==> src/rtl/swirq_pkg.sv <==
package swirq_pkg;
  localparam int NUM_IDS = 16;
  localparam int FIELD_W = 2;
  localparam int ID_W    = $clog2(NUM_IDS);
  localparam int WORD_W  = NUM_IDS * FIELD_W;

  typedef enum logic [1:0] {
    GRP_0    = 2'd0,
    GRP_1S   = 2'd1,
    GRP_1NS  = 2'd2,
    GRP_NONE = 2'd3
  } grp_e;

  // strobes from control to datapath
  typedef struct packed {
    logic            acceptSet;
    logic [ID_W-1:0] acceptId;
    logic            accessWr;
  } ctrl_s;
endpackage

==> src/rtl/swirq_ctrl.sv <==
module swirq_ctrl
  import swirq_pkg::*;
(
  input  logic               secDisable,
  input  logic [NUM_IDS-1:0] grpVec,
  input  logic [NUM_IDS-1:0] grpModVec,
  input  logic               reqValid,
  input  logic [1:0]         reqGroup,
  input  logic [ID_W-1:0]    reqId,
  input  logic               reqNs,
  input  logic               regWrEn,
  input  logic               regSecure,
  input  logic [WORD_W-1:0]  accessWord,
  output ctrl_s              ctrlOut
);
  grp_e               cfgArr   [NUM_IDS];
  logic [FIELD_W-1:0] fieldArr [NUM_IDS];

  for (genvar g = 0; g < NUM_IDS; g++) begin : g_perId
    assign fieldArr[g] = accessWord[g*FIELD_W +: FIELD_W];
    assign cfgArr[g]   = grpVec[g]    ? GRP_1NS :
                         grpModVec[g] ? GRP_1S  : GRP_0;
  end

  grp_e               cfgGrp;
  grp_e               effGrp;
  logic [FIELD_W-1:0] level;
  logic               grpMatch;
  logic               permOk;

  always_comb begin
    cfgGrp = cfgArr[reqId];
    level  = fieldArr[reqId];
    effGrp = grp_e'(reqGroup);
    if (effGrp == GRP_1S && cfgGrp == GRP_0) effGrp = GRP_0;
    grpMatch = (effGrp == cfgGrp);
    if (secDisable || !reqNs) begin
      permOk = 1'b1;
    end else begin
      unique case (cfgGrp)
        GRP_0:   permOk = (level >= FIELD_W'(1));
        GRP_1S:  permOk = (level >= FIELD_W'(2));
        default: permOk = 1'b1;
      endcase
    end
    ctrlOut.acceptSet = reqValid && grpMatch && permOk;
    ctrlOut.acceptId  = reqId;
    ctrlOut.accessWr  = regWrEn && regSecure && !secDisable;
  end
endmodule

==> src/rtl/swirq_datapath.sv <==
module swirq_datapath
  import swirq_pkg::*;
(
  input  logic              clk,
  input  logic              rstN,
  input  ctrl_s             ctrlIn,
  input  logic              rdAllowed,
  input  logic [WORD_W-1:0] regWrData,
  output logic [WORD_W-1:0] accessWord,
  output logic [WORD_W-1:0] regRdData,
  output logic              acceptPulse,
  output logic [ID_W-1:0]   acceptId
);
  always_ff @(posedge clk or negedge rstN) begin
    if (!rstN) begin
      accessWord  <= '0;
      acceptPulse <= 1'b0;
      acceptId    <= '0;
    end else begin
      if (ctrlIn.accessWr) accessWord <= regWrData;
      acceptPulse <= ctrlIn.acceptSet;
      if (ctrlIn.acceptSet) acceptId <= ctrlIn.acceptId;
    end
  end

  assign regRdData = rdAllowed ? accessWord : '0;

  AST_PULSE_SINGLE: assert property (@(posedge clk) disable iff (!rstN)
    (acceptPulse && !$past(ctrlIn.acceptSet)) |-> 1'b0) else $error("pulse");
  AST_WORD_HOLD: assert property (@(posedge clk) disable iff (!rstN)
    !$past(ctrlIn.accessWr) |-> $stable(accessWord)) else $error("hold");
endmodule

==> src/rtl/swirq_gate.sv <==
module swirq_gate
  import swirq_pkg::*;
(
  input  logic              clk,
  input  logic              rstN,
  input  logic              secDisable,
  input  logic [15:0]       grpVec,
  input  logic [15:0]       grpModVec,
  input  logic              reqValid,
  input  logic [1:0]        reqGroup,
  input  logic [3:0]        reqId,
  input  logic              reqNs,
  input  logic              regWrEn,
  input  logic              regSecure,
  input  logic [31:0]       regWrData,
  output logic [31:0]       regRdData,
  output logic              acceptPulse,
  output logic [3:0]        acceptId
);
  ctrl_s             ctrlBus;
  logic [WORD_W-1:0] accessWord;

  swirq_ctrl u_ctrl (
    .secDisable (secDisable),
    .grpVec     (grpVec),
    .grpModVec  (grpModVec),
    .reqValid   (reqValid),
    .reqGroup   (reqGroup),
    .reqId      (reqId),
    .reqNs      (reqNs),
    .regWrEn    (regWrEn),
    .regSecure  (regSecure),
    .accessWord (accessWord),
    .ctrlOut    (ctrlBus)
  );

  swirq_datapath u_dp (
    .clk         (clk),
    .rstN        (rstN),
    .ctrlIn      (ctrlBus),
    .rdAllowed   (regSecure && !secDisable),
    .regWrData   (regWrData),
    .accessWord  (accessWord),
    .regRdData   (regRdData),
    .acceptPulse (acceptPulse),
    .acceptId    (acceptId)
  );

  AST_NO_SPURIOUS: assert property (@(posedge clk) disable iff (!rstN)
    !reqValid |=> !acceptPulse) else $error("spurious");
  AST_ID_FOLLOWS: assert property (@(posedge clk) disable iff (!rstN)
    (reqValid && !$isunknown(reqId)) |=> (!acceptPulse || acceptId == $past(reqId))) else $error("id");
  AST_BLOCKED_WRITE: assert property (@(posedge clk) disable iff (!rstN)
    (regWrEn && (secDisable || !regSecure)) |=> $stable(accessWord)) else $error("blocked");
  AST_NS_LEVEL0: assert property (@(posedge clk) disable iff (!rstN)
    (reqValid && reqNs && !secDisable && !grpVec[reqId]
     && accessWord[{reqId, 1'b0} +: 2] == 2'd0) |=> !acceptPulse) else $error("perm");
  AST_NSG1_MISMATCH: assert property (@(posedge clk) disable iff (!rstN)
    (reqValid && reqGroup == 2'd2 && !grpVec[reqId]) |=> !acceptPulse) else $error("grp");
endmodule

==> config.mk <==
export PLATFORM = sky130hd
export DESIGN_NAME = swirq_gate
export DESIGN_NICKNAME = d
export VERILOG_FILES = /design/src/rtl/swirq_pkg.sv /design/src/rtl/swirq_ctrl.sv /design/src/rtl/swirq_datapath.sv /design/src/rtl/swirq_gate.sv
export SDC_FILE = /design/constraint.sdc
export NUM_CORES = 1
export LEC_CHECK = 0
export BUFFER_PORTS_ARGS = -buffer_cell sky130_fd_sc_hd__buf_2
export CAP_MARGIN = 20
export CORE_ASPECT_RATIO = 1.5
export CORE_MARGIN = 3
export CORE_UTILIZATION = 46
export DETAILED_ROUTE_END_ITERATION = 10
export PLACE_DENSITY_LB_ADDON = 0.08
export SYNTH_ARGS = -nofsm -noshare
export SYNTH_HDL_FRONTEND = slang
export SYNTH_SLANG_ARGS = --single-unit
==> constraint.sdc <==
create_clock -name clk -period 2.5 [get_ports clk]
set_clock_uncertainty 0.05 [all_clocks]
set_input_delay 0.5 -clock clk [delete_from_list [all_inputs] [get_ports clk]]
set_output_delay 0.5 -clock clk [all_outputs]
set_load 0.01 [all_outputs]
==> run summary <==
relative slew slack = 45.3%
kind of critical path = in2reg
Leak = 0.00157 uW
EDFF count, synth = 0
Slew Limit Fails = 0
# setup viols final = 0
Starting Density = 49.1%
Final Hold Viols = 0
Reg2Reg Depth = 6
outcome = complete, no violations
CTS max path bufs = 2
critical path startpoint category = input port
YS warnings = 0
Vias/cell = 5.20
H-tree depth reported by CTS = 2
area delta synth->final = 34.1%
commonest non-fill, non-tap cell in the layout = buf_2
DRT iter0 DRCs = 54
initial antenna violation count = 0
synthesized flop and latch total = 37
Pwr Density = 597 nW/um2
RSZ-0062 raised after global routing = false
number of buffers created by CTS = 5
die area = 5920 um2
Clock Latency Late Sink = 0.28 ns
commonest non-fill, non-tap cells in the layout = buf_2 (113), dfrtp_1 (37), and2_1 (32), mux2_2 (32), buf_4 (10)
Worst Path Arrival = 2.47 ns
met1 usage = 24.4%
Worst Slack Setup Final = 0.154 ns
DP Wirelength = 4610 um
Detailed Routing Iterations Pass 1 = 4
maximum clock frequency = 426 MHz
pin count of the biggest net entering global routing = 38
Final period util = 93.8%
setup repair bufs after CTS = 0
I/O Buffers = 113
final global-route overflow total = 0
TritonCTS clock tree = yes
Post-CTS Resized = 0
library cells used by synthesis = 35
crit path from = reqId[1]
Critical Path RT = 2.62 ns
ant diodes = 0
crit path capture type = flip-flop
WL per Instance = 16.0 um
I/O pin total = 114
CTS Root Cell = clkbuf_8
Final min period = 2.35 ns
# rows = 30
Post-Place Worst Slack = -0.161 ns
Synth Net Count = 259
crit-path cells = buf_2 -> buf_12 -> mux4_1 -> mux2i_1 -> a22oi_1 -> o21ai_0 -> o21ai_2 -> nand2_4 -> mux2_4
GP Congestion = 0.807
GR peak layer = met2
floorplan core area = 4690 um2
DRC viols = 0
Post-Syn Area = 2310 um2
asr flop ratio synth = 100%
Final ANT Viol Nets = 0
ratio of cells with drive above 1 in the final layout = 59.5%
CP max-delay cell = mux4_1
via count = 1899
Critical R2R Launch = u_dp.accessWord[4]$_DFFE_PN0P_
fin nets = 377
# placed instances = 357
clock sink count = 37
Avg Cell Area, Syn = 12.7 um2
Routed Wire Length = 5840 um
Worst path max stage delay = 0.55 ns
register clock-pin slew on the reported worst setup and hold paths = 0.07 ns
Cells after Synth = 182
grt met3 use = 3.03%
die width = 63.8 um
CTS Hold Buffers Added = 0
Primary FF master, synth = dfrtp_1
Worst Path Max Fanout = 18
vias in the first global route = 1992
VDD IR max = 0.411 mV
Total GRT Usage = 20.7%
worst slew pin tran = 0.821 ns
sequential share of the synthesized area = 40.2%
min-delay worst type = in2async
met2 GRT Util = 38.1%
Die Y = 92.7 um
Max Cap Violations = 0
first-pass GRT wire length = 9610 um
Non-Filler Instances = 365
-- sequential cells by signal, summed over array words and instances (netlist names) --
signal,count
u_dp.acceptId,4
u_dp.acceptPulse,1
u_dp.accessWord,32
-- power by group --
group	switching, uW	internal, uW
clock	209	325
sequential	82.4	722
combinational	199	309
total	491	1360
-- final cells by class --
cell class	instances	area, um2
timing repair buffer	124	661
sequential	37	926
clock inverter	1	30.0
tap	64	80.1
fill	396	1600
inverter	2	7.51
clock buffer	7	86.3
multi-input combinational	130	1300
-- per-layer routing --
layer / share of wire, % / vias up
met3: 6.2 / 7
met4: 1.2 / 0
met2: 55 / 76
li1: - / 911
met5: 0 / -
met1: 38 / 905
-- logic make-up after synthesis --
kind of cell	share of synthesized area [%]
AO/OA/AOI/OAI	4.01
buffers and inverters	3.53
flip-flops	40.2
multiplexers	32.8
AND/OR/NAND/NOR	19.5
-- final timing paths --
path,endpoint,slack (ns)
max,u_dp.acceptId[1]$_DFFE_PN0P_,0.15
min,u_dp.accessWord[17]$_DFFE_PN0P_,0.26
max reg2reg,u_dp.acceptId[1]$_DFFE_PN0P_,0.22
min reg2reg,u_dp.acceptId[3]$_DFFE_PN0P_,0.46
max in group asynchronous,u_dp.acceptId[1]$_DFFE_PN0P_,1.63
min in group clk,u_dp.accessWord[11]$_DFFE_PN0P_,0.39
-- cells in the mapped netlist (all sizes together), types with 3 or more instances --
cell type	number	area share, %
nor4b	3	1.1
dfrtp	37	40
clkbuf	5	0.81
and2	32	8.7
buf	8	2.4
nor3b	5	1.6
mux2	36	18
o21ai	5	1.2
nor4	3	0.81
mux4	13	14
and3b	5	1.9
nand2	5	1.1
-- stage by stage --
step | instance area, um2 | setup TNS, ns | util, % | hold WS (ns) | total power [uW]
floorplan | 2310 | 0 | - | 0.154 | 1120
global placement | 2980 | -0.452 | 63.4 | 0.442 | 1320
detailed placement | 2980 | -0.632 | 63.4 | 0.440 | 1330
CTS | 3090 | 0 | 65.9 | 0.293 | 1870
global route | 3090 | 0 | 65.9 | 0.325 | 1950
finish | 3090 | 0 | 65.9 | 0.262 | 1850
-- critical path: cells and delay by family --
kind | cells | cell delay [ns]
AND/OR/NAND/NOR | 1 | 0.12
multiplexers | 3 | 1.00
buffers and inverters | 2 | 0.34
AO/OA/AOI/OAI | 3 | 0.50
Power figures use the tool's default switching activity.
